`config.mk`:
```
export PLATFORM = sky130hd
export DESIGN_NAME = lcd_com_scan
export DESIGN_NICKNAME = d
export VERILOG_FILES = /design/src/rtl/lcd_com_pkg.sv /design/src/rtl/cl2_edge_det.sv /design/src/rtl/com_shift_reg.sv /design/src/rtl/row_level_enc.sv /design/src/rtl/lcd_com_scan.sv
export SDC_FILE = /design/constraint.sdc
export NUM_CORES = 1
export LEC_CHECK = 0
export ABC_AREA = 1
export BUFFER_PORTS_ARGS = -buffer_cell sky130_fd_sc_hd__clkbuf_2
export CELL_PAD_IN_SITES_DETAIL_PLACEMENT = 1
export CELL_PAD_IN_SITES_GLOBAL_PLACEMENT = 1
export CORE_MARGIN = 1
export CORE_UTILIZATION = 38
export CTS_CLUSTER_SIZE = 14
export DETAILED_ROUTE_END_ITERATION = 10
export PLACE_DENSITY = 0.73
export SETUP_SLACK_MARGIN = 0.5
export SYNTH_ARGS = -nofsm -noshare
export SYNTH_HDL_FRONTEND = slang
export SYNTH_SLANG_ARGS = --single-unit
```
`constraint.sdc`:
```
create_clock -name clk_i -period 1.2 [get_ports clk_i]
set_clock_uncertainty 0.1 [all_clocks]
set_input_delay 0.18 -clock clk_i [delete_from_list [all_inputs] [get_ports clk_i]]
set_output_delay 0.18 -clock clk_i [all_outputs]
set_load 0.005 [all_outputs]
```
`src/rtl/lcd_com_pkg.sv`:
```
package lcd_com_pkg;
  typedef enum logic [1:0] {
    LVL_V1 = 2'b00,
    LVL_V2 = 2'b01,
    LVL_V5 = 2'b10,
    LVL_V6 = 2'b11
  } lvl_e;

  function automatic lvl_e lvl_code(input logic row_bit, input logic m);
    case ({row_bit, m})
      2'b10:   return LVL_V1;
      2'b11:   return LVL_V2;
      2'b00:   return LVL_V5;
      default: return LVL_V6;
    endcase
  endfunction
endpackage

```
`src/rtl/cl2_edge_det.sv`:
```
module cl2_edge_det #(
  parameter int SYNC_STAGES = 2
) (
  input  logic clk_i,
  input  logic rst_ni,
  input  logic cl2_i,
  input  logic fcs_i,
  output logic shift_o
);
  logic [SYNC_STAGES-1:0] sync_q;
  logic                   prev_q;
  logic                   rise, fall;

  always_ff @(posedge clk_i or negedge rst_ni) begin
    if (!rst_ni) sync_q <= '0;
    else         sync_q[0] <= cl2_i;
  end

  for (genvar g = 1; g < SYNC_STAGES; g++) begin : g_sync
    always_ff @(posedge clk_i or negedge rst_ni) begin
      if (!rst_ni) sync_q[g] <= 1'b0;
      else         sync_q[g] <= sync_q[g-1];
    end
  end

  always_ff @(posedge clk_i or negedge rst_ni) begin
    if (!rst_ni) prev_q <= 1'b0;
    else         prev_q <= sync_q[SYNC_STAGES-1];
  end

  assign rise    = sync_q[SYNC_STAGES-1] & ~prev_q;
  assign fall    = ~sync_q[SYNC_STAGES-1] & prev_q;
  assign shift_o = fcs_i ? rise : fall;


  single_pulse_chk: assert property (@(posedge clk_i) disable iff (!rst_ni)
    shift_o |=> !shift_o);
endmodule

```
`src/rtl/com_shift_reg.sv`:
```
module com_shift_reg #(
  parameter int N_ROWS = 64
) (
  input  logic              clk_i,
  input  logic              rst_ni,
  input  logic              shift_i,
  input  logic              dir_i,
  input  logic              din_l_i,
  input  logic              din_r_i,
  output logic [N_ROWS-1:0] stage_o
);
  logic [N_ROWS-1:0] stage_q;
  logic [N_ROWS-1:0] stage_d;

  for (genvar g = 0; g < N_ROWS; g++) begin : g_stage
    logic from_left, from_right;
    if (g == 0) begin : g_first
      assign from_left = din_l_i;
    end else begin : g_mid_l
      assign from_left = stage_q[g-1];
    end
    if (g == N_ROWS-1) begin : g_last
      assign from_right = din_r_i;
    end else begin : g_mid_r
      assign from_right = stage_q[g+1];
    end
    assign stage_d[g] = dir_i ? from_left : from_right;

    always_ff @(posedge clk_i or negedge rst_ni) begin
      if (!rst_ni)      stage_q[g] <= 1'b0;
      else if (shift_i) stage_q[g] <= stage_d[g];
    end
  end

  assign stage_o = stage_q;


  shl_entry_chk: assert property (@(posedge clk_i) disable iff (!rst_ni)
    (shift_i && dir_i) |=> (stage_q[0] == $past(din_l_i)) &&
                           (stage_q[N_ROWS-1] == $past(stage_q[N_ROWS-2])));

  shr_entry_chk: assert property (@(posedge clk_i) disable iff (!rst_ni)
    (shift_i && !dir_i) |=> (stage_q[N_ROWS-1] == $past(din_r_i)) &&
                            (stage_q[0] == $past(stage_q[1])));

  hold_chk: assert property (@(posedge clk_i) disable iff (!rst_ni)
    !shift_i |=> $stable(stage_q));
endmodule

```
`src/rtl/row_level_enc.sv`:
```
module row_level_enc
  import lcd_com_pkg::*;
#(
  parameter int N_ROWS = 64
) (
  input  logic                clk_i,
  input  logic                rst_ni,
  input  logic [N_ROWS-1:0]   bits_i,
  input  logic                m_i,
  output logic [2*N_ROWS-1:0] codes_o
);
  for (genvar g = 0; g < N_ROWS; g++) begin : g_row
    lvl_e code_q;
    always_ff @(posedge clk_i or negedge rst_ni) begin
      if (!rst_ni) code_q <= LVL_V5;
      else         code_q <= lvl_code(bits_i[g], m_i);
    end
    assign codes_o[2*g +: 2] = code_q;
  end


  first_row_latency_chk: assert property (@(posedge clk_i) disable iff (!rst_ni)
    1'b1 |=> codes_o[1:0] == {~$past(bits_i[0]), $past(m_i)});

  sel_m1_chk: assert property (@(posedge clk_i) disable iff (!rst_ni)
    (m_i && bits_i[N_ROWS-1]) |=> codes_o[2*N_ROWS-1 -: 2] == 2'b01);
endmodule

```
`src/rtl/lcd_com_scan.sv`:
```
module lcd_com_scan #(
  parameter int N_ROWS      = 64,
  parameter int SYNC_STAGES = 2
) (
  input  logic                clk_i,
  input  logic                rst_ni,
  input  logic                cl2_i,
  input  logic                fcs_i,
  input  logic                shl_i,
  input  logic                m_i,
  input  logic                dl_i,
  input  logic                dr_i,
  output logic                dl_o,
  output logic                dl_oe_o,
  output logic                dr_o,
  output logic                dr_oe_o,
  output logic [2*N_ROWS-1:0] row_code_o
);
  localparam int LAST = N_ROWS - 1;

  logic              shift;
  logic [N_ROWS-1:0] stage;

  cl2_edge_det #(.SYNC_STAGES(SYNC_STAGES)) u_edge (
    .clk_i  (clk_i),
    .rst_ni (rst_ni),
    .cl2_i  (cl2_i),
    .fcs_i  (fcs_i),
    .shift_o(shift)
  );

  com_shift_reg #(.N_ROWS(N_ROWS)) u_sreg (
    .clk_i  (clk_i),
    .rst_ni (rst_ni),
    .shift_i(shift),
    .dir_i  (shl_i),
    .din_l_i(dl_i),
    .din_r_i(dr_i),
    .stage_o(stage)
  );

  row_level_enc #(.N_ROWS(N_ROWS)) u_enc (
    .clk_i  (clk_i),
    .rst_ni (rst_ni),
    .bits_i (stage),
    .m_i    (m_i),
    .codes_o(row_code_o)
  );

  // End pins: the downstream end drives, the idle end reads 0.
  always_ff @(posedge clk_i or negedge rst_ni) begin
    if (!rst_ni) begin
      dl_o    <= 1'b0;
      dr_o    <= 1'b0;
      dl_oe_o <= 1'b0;
      dr_oe_o <= 1'b0;
    end else begin
      dr_oe_o <= shl_i;
      dl_oe_o <= ~shl_i;
      dr_o    <= shl_i  & stage[LAST];
      dl_o    <= ~shl_i & stage[0];
    end
  end


  dir_oe_chk: assert property (@(posedge clk_i) disable iff (!rst_ni)
    shl_i |=> dr_oe_o && !dl_oe_o);

  idle_pin_chk: assert property (@(posedge clk_i) disable iff (!rst_ni)
    !dr_oe_o |-> !dr_o);

  oe_excl_chk: assert property (@(posedge clk_i) disable iff (!rst_ni)
    !(dl_oe_o && dr_oe_o));
endmodule

```
==> results of run 1 <==
==> repair_timing <==
item | 4_1_cts | 5_1_grt
pin swaps | 23 | 22
gates resized for setup | 74 | 112
hold endpoints to repair | 179 | 157
cloned | 9 | 2
buffers inserted | 8 | 6
endpoints found under the setup margin | 198 | 204
==> final cells by class <==
| class | count | area, um^2 | area share |
|---|---|---|---|
| timing repair buffer | 185 | 1630 | 0.168 |
| inverter | 69 | 259 | 0.0268 |
| sequential | 199 | 5060 | 0.524 |
| clock inverter | 15 | 181 | 0.0188 |
| clock buffer | 17 | 425 | 0.0440 |
| tap | 229 | 287 | 0.0296 |
| multi-input combinational | 325 | 1830 | 0.189 |
==> kinds of logic (layout without fill, tap and decap cells) <==
logic type      Yosys count  after routing  synth area share
compound gates           64             64            0.0447
flops                   199            199             0.706
simple gates            261            261             0.149
buf+inv                 174            286             0.101
==> metal layers <==
| layer | part of all wire | vias up | wire (um) |
|---|---|---|---|
| met1 | 0.40 | 2635 | 7550 |
| met3 | 0.065 | 29 | 1240 |
| met5 | 0 | - | 0 |
| li1 | - | 2281 | - |
| met4 | 0.022 | 0 | 410 |
| met2 | 0.52 | 153 | 9850 |
==> path summary, 6_finish.rpt <==
check	endpoint	slack [ns]	depth (start not counted)
max	u_sreg.g_stage[54].from_right$_DFFE_PN0P_	-0.23	7
min	u_sreg.g_stage[33].from_right$_DFFE_PN0P_	-0.51	1
max reg2reg	u_sreg.g_stage[54].from_right$_DFFE_PN0P_	-0.23	7
min reg2reg	u_edge.sync_q[1]$_DFF_PN0_	0.27	0
max in group asynchronous	u_enc.g_row[4].code_q[1]$_DFF_PN1_	0.94	2
min in group clk_i	u_sreg.g_stage[1].from_left$_DFFE_PN0P_	-0.01	5
==> sequential cells by signal, indices dropped and copies added, names as in the netlist <==
register	cells
u_sreg.g_stage.from_right	61
dl_oe_o	1
u_sreg.g_stage.from_left	3
dl_o	1
u_edge.prev_q	1
u_enc.g_row.code_q	128
u_edge.sync_q	2
dr_o	1
dr_oe_o	1
==> cells in the final DEF (no fill, tap or decap), types with 19 or more instances in the layout <==
cell type and instances:
nand3_1 44, nand2_1 123, o21ai_0 54, buf_6 21, nand2_2 48, nand2_4 22, dfrtp_1 134, clkbuf_2 119
dfstp_2 64, inv_1 62, clkbuf_16 19
==> Yosys cell counts <==
cell | count | area [um^2]
dfrtp_1 | 135 | 3380
o21ai_0 | 54 | 270
o21ai_1 | 10 | 50.1
nor2_1 | 1 | 3.75
inv_1 | 69 | 259
buf_4 | 4 | 30.0
nand2_1 | 193 | 724
buf_6 | 3 | 33.8
nand2_2 | 1 | 6.26
clkbuf_2 | 3 | 15.0
nand3_1 | 66 | 330
clkbuf_1 | 72 | 270
buf_2 | 23 | 115
dfstp_2 | 64 | 1680
==> worst register-to-register path: stages, from the launching register on <==
cell	delay, ns
dfrtp_1	0.42
inv_2	0.09
nand3_4	0.12
buf_12	0.19
buf_12	0.13
buf_16	0.14
nand3_2	0.08
nand2_1	0.06
==> power by group through the flow <==
stage | clock network [uW] | logic [uW] | registers (uW)
after CTS | 6010 | 1120 | 7180
after global placement | 0 | 853 | 7280
after detailed placement | 0 | 893 | 7290
after floorplan | 0 | 448 | 7280
final | 5950 | 1250 | 7190
after global routing | 6320 | 1360 | 7220
==> metrics by stage <==
step | setup TNS (ns) | instances | hold WS, ns | total power [uW]
floorplan | 0 | 698 | -0.216 | 7730
global placement | -0.109 | 981 | -0.0479 | 8130
detailed placement | -2.92 | 981 | -0.0477 | 8180
CTS | -17.34 | 1031 | -0.508 | 14300
global route | -25.41 | 1039 | -0.519 | 14900
finish | -18.02 | 1039 | -0.507 | 14400
==> metrics.cfg, run 1 <==
[run_status]
outcome=finished, violations left
violations=negative hold slack, negative setup slack

[worst_hold_path]
hp-class=in2async

[setup_path]
crit_fanout=6
r2r_start=u_edge.prev_q$_DFF_PN0_
cpMostUsedCell=buf_12
cp-end-kind=register
crit_slowest_cell=dfrtp_1
arrival_ns=1.65
worstSetupPathType=reg2reg
critPathLaunch=u_edge.prev_q$_DFF_PN0_
start_kind=register
path_delay_family=buffers and inverters
crit_buf_inv=4
cp_cell_sequence=inv_2 -> nand3_4 -> buf_12 -> buf_12 -> buf_16 -> nand3_2 -> nand2_1
crit_required_ns=1.43
critical_path.max_stage_delay_ns=0.42

[power_and_ir_drop]
p_int_uw=10700
pwr_density_cell_nw_per_um2=1490
clkPwrFrac=0.414
swShare=0.254
irDropWorstVdd_v=0.00108
pwr-share-seq=0.499
combPwrFrac=0.087
power_switching_uw=3650
power_leakage_uw=0.00472

[timing]
fin_crit_ns=1.43
max_freq_ghz=0.701
drv_slew=0
setup_ws_ns=-0.226
maxSlewHeadroom=0.669
fin_crit_sh=1.19
hold_viol_final=183
holdWs_ns=-0.507
rsz0062_at_grt=yes
setup_viol=135
tightest_slew_ns=0.497

[global_routing]
met1_usage=0.234
grt_pass1_wl_mm=30.0
grt_pass1_vias=5533
grt_overflow_total=0
grt_max_degree=65
gr-max-usage-layer=met2
use_met3=0.0736
use_met2=0.349
grt.total_usage=0.202
antenna_found_initial=0

[clocking]
clk_pin_slew_ns=0.08
cts_hold_buf=1
clk_path_buf_depth=2
clkSinkCount=199
clk_latency_ns=0.44
cts_tree=yes
cts-root-buf=clkbuf_16
htree_levels=4
cts_made_buffers=17

[floorplanning]
die_h_um=139
dieArea_um2=19400
rows=49
start_util=0.394
die_w_um=139
coreArea_um2=18200
io_pins=140

[final_layout]
final_area_um2=9670
drive_above_1_share=0.472
area_growth_pct=34.9
final.fill_count=1951
finish.utilization=0.531
diodes=0
nets=805

[place]
gp_congestion=0.747
io_buffers=139
detailed_place.area_um2=7980
pre_cts_slack_ns=-0.101
hpwl_mm=10.5

[run]
maxCapViolations=0

[detailed_routing]
avgViaCountPerCell=4.91
vias=5098
drtAntennaViolNets=0
drt_pre_antenna_iters=4
drc=0
wl_per_cell_um=18.3
wl_mm=19.0
drt_iter0_drc=204

[synth]
syn_nets=706
synth_warnings=0
ys_seq_area_frac=0.706
ys_seq_elements=199
yosysUniqueCellTypes=14
synth.cell_area_um2=7170
syn_inst=698
syn_area_per_cell_um2=10.3

Note: power is estimated with default switching activity, not from simulation.
==> run 2: changes to the inputs <==
- CELL_PAD_IN_SITES_DETAIL_PLACEMENT: 1 -> default
- CELL_PAD_IN_SITES_GLOBAL_PLACEMENT: 1 -> default
- CORE_UTILIZATION: 38 -> 49
==> run 2 against run 1 <==
  * The flow still finishes with violations (negative hold slack, negative setup slack)
  * Register-to-register slack hardly changed
  * Die area down 22%
  * Hold slack better by 0.080 ns
  * Power decreased by 4.5%
  * Cell count decreased by 5.1%
  * Via count increased by 0.80%
  * Highest routed layer unchanged
==> metrics.cfg, run 2 (synthesized netlist as in run 1, its figures left out) <==
[clocking]
clk_pin_slew_ns=0.08  ; about the same
clkSinkCount=199  ; unchanged
cts-root-buf=clkbuf_16  ; unchanged
cts_hold_buf=1  ; unchanged
cts_made_buffers=17  ; unchanged
cts_tree=yes  ; unchanged
htree_levels=4  ; unchanged
clk_path_buf_depth=2  ; unchanged
clk_latency_ns=0.43  ; was 0.44 ns

[final_layout]
largest_register_ffs=128  ; unchanged
area_growth_pct=31.9  ; was 34.9%
largest-register=u_enc.g_row.code_q  ; unchanged
nets=801  ; was 805
layout_commonest_cell=nand2_1  ; was dfrtp_1
drive_above_1_share=0.431  ; was 0.472
instances_no_fill=986  ; was 1039
diodes=0  ; unchanged
mostFrequentLayoutCells=nand2_1 (148), dfrtp_1 (135), clkbuf_2 (112), dfstp_2 (64), inv_1 (62)  ; was dfrtp_1 (134), nand2_1 (123), clkbuf_2 (119), dfstp_2 (64), inv_1 (62)

[floorplanning]
coreArea_um2=14100  ; was 18200 um^2
start_util=0.509  ; was 0.394
io_pins=140  ; unchanged
die_w_um=123  ; was 139 um
die_h_um=123  ; was 139 um
rows=43  ; was 49
dieArea_um2=15100  ; was 19400 um^2

[place]
gp_congestion=0.753  ; was 0.747
hpwl_mm=8.70  ; was 10.5 mm
dp_cells=928  ; was 981
io_buffers=139  ; unchanged

[timing]
tightest_slew_ns=0.472  ; was 0.497 ns
maxSlewHeadroom=0.686  ; was 0.669
final.setup.tns_ns=-18.21  ; was -18.02 ns
drv_slew=0  ; unchanged
rsz0062_at_grt=yes  ; unchanged
fin_crit_ns=1.42  ; was 1.43 ns
max_freq_ghz=0.702  ; was 0.701 GHz
setup_ws_ns=-0.225  ; was -0.226 ns
holdWs_ns=-0.428  ; was -0.507 ns
hold_viol_final=158  ; was 183
fin_crit_sh=1.19  ; about the same
setup_viol=130  ; was 135

[setup_path]
arrival_ns=1.70  ; was 1.65 ns
critical_path.max_stage_delay_ns=0.43  ; was 0.42 ns
crit_fanout=6  ; unchanged
cpMostUsedCell=nand2_1  ; was buf_12
start_kind=register  ; unchanged
worstSetupPathType=reg2reg  ; unchanged
cp_cell_sequence=inv_2 -> nand3_4 -> buf_12 -> nand2_8 -> buf_6 -> nand2_1 -> nand2_1  ; was inv_2 -> nand3_4 -> buf_12 -> buf_12 -> buf_16 -> nand3_2 -> nand2_1
cp-end-kind=register  ; unchanged
crit_slowest_cell=dfrtp_1  ; unchanged
crit_required_ns=1.47  ; was 1.43 ns

[detailed_routing]
drtAntennaViolNets=0  ; unchanged
avgViaCountPerCell=5.21  ; was 4.91
drt_iter0_drc=612  ; was 204
wl_per_cell_um=17.0  ; was 18.3 um
wl_mm=16.8  ; was 19.0 mm
vias=5139  ; was 5098
drc=0  ; unchanged
drt_pre_antenna_iters=6  ; was 4

[global_routing]
grt_overflow_total=0  ; unchanged
antenna_found_initial=1  ; was 0
grt.total_usage=0.216  ; was 0.202
grt_max_degree=65  ; unchanged
grt_pass1_wl_mm=24.3  ; was 30.0 mm
grt_pass1_vias=4965  ; was 5533

[worst_hold_path]
hp-class=in2async  ; unchanged

[power_and_ir_drop]
irDropWorstVdd_v=0.00114  ; was 0.00108 V
pwr_density_cell_nw_per_um2=1450  ; was 1490 nW/um^2
total_power_uw=13700  ; was 14400 uW
power_leakage_uw=0.00454  ; was 0.00472 uW

[run_status]
outcome=finished, violations left  ; unchanged
violations=negative hold slack, negative setup slack  ; unchanged

[run]
maxCapViolations=0  ; unchanged

-- run 2: cell types whose count changed in the layout (fill, tap and decap cells not counted), sizes merged --
cell,previous run,this run
bufinv,2,0
clkbuf,139,134
clkinv,2,4
nand2,194,195
-- run 2: final timing paths --
| kind | from | to | cells past startpoint | slack [ns] |
|---|---|---|---|---|
| min in group clk_i | dl_i | u_sreg.g_stage[1].from_left$_DFFE_PN0P_ | 5 | -0.03 |
| max in group asynchronous | rst_ni | u_enc.g_row[19].code_q[0]$_DFF_PN0_ | 2 | 0.84 |
| worst max register to register | u_edge.prev_q$_DFF_PN0_ | u_sreg.g_stage[51].from_right$_DFFE_PN0P_ | 7 | -0.22 |
| worst max-delay path | u_edge.prev_q$_DFF_PN0_ | u_sreg.g_stage[51].from_right$_DFFE_PN0P_ | 7 | -0.22 |
| worst min register to register | u_edge.sync_q[0]$_DFF_PN0_ | u_edge.sync_q[1]$_DFF_PN0_ | 0 | 0.26 |
| worst min-delay path | rst_ni | u_sreg.g_stage[35].from_right$_DFFE_PN0P_ | 1 | -0.43 |
-- run 2: critical path: cells and delay by family, from the launching register on --
kind,cells,cell delay [ns]
flops,1,0.43
simple gates,4,0.41
buf+inv,3,0.42
-- run 2: what timing repair did --
item / CTS / global route
setup endpoints to repair: 198 / 203
endpoints found under the hold margin: 159 / 120
setup buffers: 7 / 1
pin swaps: 20 / 20
resized for setup: 43 / 94
cloned: 10 / 7
-- run 2: final cells by class --
type / count / area, um^2
clock buffers: 17 / 425
inverters: 69 / 259
flip-flops and latches: 199 / 5060
repair buffers: 180 / 1670
well taps: 180 / 225
multi-input cells: 326 / 1680
fillers: 958 / 4640
clock inverters: 15 / 138
-- run 2: report_power, final --
part	switching (uW)	leakage [uW]	internal [uW]	total, uW
clock	2680	0.000273	2750	5420
combinational	642	0.00187	495	1140
sequential	143	0.00239	7040	7180
-- run 2: routing by layer --
metal	track usage	up-vias	wire [um]	share of wire
li1	-	2284	-	-
met1	0.254	2510	6220	0.37
met2	0.357	286	8480	0.51
met3	0.0839	59	1550	0.092
met4	0.0846	0	538	0.032
met5	0	-	0	0
-- run 2: metrics by stage --
stage	hold slack [ns]	setup slack [ns]	instance area (um^2)	utilization
2_1_floorplan	-0.216	0.0936	7340	-
3_3_place_gp	0.0254	0.0118	7900	0.561
3_5_place_dp	0.0304	-0.0732	7900	0.561
4_1_cts	-0.431	-0.182	9000	0.639
5_1_grt	-0.418	-0.266	9450	0.671
6_report	-0.428	-0.225	9450	0.671
==> run 3: changes to the inputs <==
- REMOVE_ABC_BUFFERS: default -> 1
==> run 3 against run 2 <==
  * The flow still finishes with violations (negative hold slack, negative setup slack)
  * Core utilization rose by 1.8 points
  * Combinational power rose by 9.6%
  * Cell count increased by 0.30%
  * Clock power rose by 2%
  * Critical path depth up 1
  * Register-to-register slack improved by 0.03 ns
  * Clock-buffer cell count stayed put
  * Design area up 2.7%
  * Sequential power hardly changed
  * Flip-flop and latch count stayed put
  * Largest power group unchanged
  * Highest routed layer unchanged
==> metrics.cfg, run 3 (synthesized netlist as in run 1, its figures left out) <==
[power_and_ir_drop]
total_power_uw=13900  ; was 13700 uW
power_leakage_uw=0.00476  ; was 0.00454 uW
pwr_density_cell_nw_per_um2=1440  ; was 1450 nW/um^2
irDropWorstVdd_v=0.00123  ; was 0.00114 V

[timing]
fin_crit_sh=1.16  ; was 1.19
drv_slew=0  ; unchanged
maxSlewHeadroom=0.677  ; was 0.686
fin_crit_ns=1.39  ; was 1.42 ns
hold_viol_final=140  ; was 158
tightest_slew_ns=0.485  ; was 0.472 ns
rsz0062_at_grt=yes  ; unchanged
holdWs_ns=-0.437  ; was -0.428 ns
setup_ws_ns=-0.190  ; was -0.225 ns
setup_viol=130  ; unchanged
max_freq_ghz=0.719  ; was 0.702 GHz

[clocking]
cts_hold_buf=1  ; unchanged
clkSinkCount=199  ; unchanged
clk_path_buf_depth=2  ; unchanged
clk_pin_slew_ns=0.08  ; about the same
clk_latency_ns=0.43  ; about the same
htree_levels=4  ; unchanged
cts-root-buf=clkbuf_16  ; unchanged
cts_made_buffers=17  ; unchanged
cts_tree=yes  ; unchanged

[final_layout]
regArea_um2=5060  ; unchanged
drive_above_1_share=0.456  ; was 0.431
final.fill_count=968  ; was 958
layout_commonest_cell=dfrtp_1  ; was nand2_1
largest-register=u_enc.g_row.code_q  ; unchanged
instances_no_fill=989  ; was 986
mostFrequentLayoutCells=dfrtp_1 (135), nand2_1 (129), clkbuf_2 (110), inv_1 (66), dfstp_2 (64)  ; was nand2_1 (148), dfrtp_1 (135), clkbuf_2 (112), dfstp_2 (64), inv_1 (62)
largest_register_ffs=128  ; unchanged
multi_input_area_um2=1790  ; was 1680 um^2
diodes=0  ; unchanged
nets=804  ; was 801
area_growth_pct=35.5  ; was 31.9%

[worst_hold_path]
hp-class=in2async  ; unchanged

[floorplanning]
rows=43  ; unchanged
start_util=0.509  ; unchanged
die_w_um=123  ; unchanged
dieArea_um2=15100  ; unchanged
die_h_um=123  ; unchanged
coreArea_um2=14100  ; unchanged
io_pins=140  ; unchanged

[detailed_routing]
drc=0  ; unchanged
wl_per_cell_um=15.7  ; was 17.0 um
drt_iter0_drc=244  ; was 612
drtAntennaViolNets=0  ; unchanged
avgViaCountPerCell=5.03  ; was 5.21
vias=4970  ; was 5139
wl_mm=15.5  ; was 16.8 mm
drt_pre_antenna_iters=4  ; was 6

[setup_path]
r2r_setup_slack_ns=-0.19  ; was -0.22 ns
crit_required_ns=1.46  ; was 1.47 ns
crit_fanout=7  ; was 6
critPathLaunch=u_edge.prev_q$_DFF_PN0_  ; unchanged
r2r_start=u_edge.prev_q$_DFF_PN0_  ; unchanged
worstSetupPathType=reg2reg  ; unchanged
start_kind=register  ; unchanged
cp-end-kind=register  ; unchanged
crit_end=u_sreg.g_stage[48].from_right$_DFFE_PN0P_  ; was u_sreg.g_stage[51].from_right$_DFFE_PN0P_
arrival_ns=1.65  ; was 1.70 ns
r2r_cells=8  ; was 7
r2r-end=u_sreg.g_stage[48].from_right$_DFFE_PN0P_  ; was u_sreg.g_stage[51].from_right$_DFFE_PN0P_

[global_routing]
grt.total_usage=0.204  ; was 0.216
grt_overflow_total=0  ; unchanged
antenna_found_initial=0  ; was 1
grt_pass1_vias=4786  ; was 4965
grt_pass1_wl_mm=23.4  ; was 24.3 mm
grt_max_degree=68  ; was 65

[run_status]
outcome=finished, violations left  ; unchanged
violations=negative hold slack, negative setup slack  ; unchanged

[place]
dp_cells=930  ; was 928
gp_congestion=0.749  ; was 0.753
hpwl_mm=8.30  ; was 8.70 mm
pre_cts_slack_ns=-0.0626  ; was -0.0732 ns
io_buffers=139  ; unchanged

[run]
maxCapViolations=0  ; unchanged

## run 3: cell types whose count changed in the layout (fill, tap and decap cells not counted), moves of 2 or more
| cell | delta |
|---|---|
| nand2_1 | -19 |
| nand2_4 | +14 |
| inv_6 | -5 |
| nand2_2 | +5 |
| inv_1 | +4 |
| inv_2 | -4 |
| inv_8 | +4 |
| nand3_1 | -4 |
| nand3_2 | +4 |
| buf_12 | +3 |
| buf_16 | +2 |
| buf_6 | +2 |
| buf_8 | +2 |
| clkbuf_2 | -2 |
## run 3: critical path, stage by stage, from the launching register on
cell	delay [ns]
dfrtp_1	0.43
inv_2	0.09
nand3_4	0.09
nand2_4	0.11
buf_12	0.12
buf_12	0.13
buf_12	0.15
nand2_2	0.05
nand2_1	0.07
## run 3: final cells by class
class                   instances  share of cell area
inverters                      69              0.0267
well taps                     180              0.0232
repair buffers                184               0.184
multi-input cells             325               0.185
flip-flops and latches        199               0.521
clock inverters                15              0.0164
clock buffers                  17              0.0438
## run 3: worst min-delay path by stage
stage,start,end,slack (ns),cells after the start
2_1_floorplan,rst_ni,dl_o$_DFF_PN0_,-0.22,0
3_3_place_gp,rst_ni,u_enc.g_row[18].code_q[0]$_DFF_PN0_,0.02,1
3_5_place_dp,rst_ni,u_enc.g_row[50].code_q[0]$_DFF_PN0_,0.02,1
4_1_cts,rst_ni,dr_oe_o$_DFF_PN0_,-0.44,1
5_1_grt,rst_ni,u_enc.g_row[24].code_q[0]$_DFF_PN0_,-0.44,1
6_report,rst_ni,dr_oe_o$_DFF_PN0_,-0.44,1
## run 3: stage by stage
stage | util | TNS [ns] | instance area [um^2]
final | 0.689 | -16.63 | 9710
after global routing | 0.689 | -22.97 | 9710
after CTS | 0.645 | -17.83 | 9090
after detailed placement | 0.561 | -2.08 | 7910
after global placement | 0.561 | 0 | 7910
after floorplan | - | -117.61 | 6700
## run 3: report_power, final
group / internal (uW) / switching, uW
clock network: 2800 / 2730
registers: 7040 / 134
logic: 571 / 676
## run 3: metal layers
metal  part of all wire  global-route usage  vias up  routed length, um
met4              0.019              0.0907        0                290
met3              0.065              0.0581       30               1010
met1               0.42               0.252     2455               6510
li1                   -                   -     2293                  -
met2               0.50               0.333      192               7730
met5                  0                   0        -                  0
## run 3: timing repair
| action | in CTS | in global routing |
|---|---|---|
| pin swaps | 2 | 13 |
| gates cloned | 12 | 5 |
| resized for setup | 54 | 143 |
| setup endpoints to repair | 198 | 199 |
| buffers inserted | 7 | 2 |
| endpoints found under the hold margin | 141 | 139 |
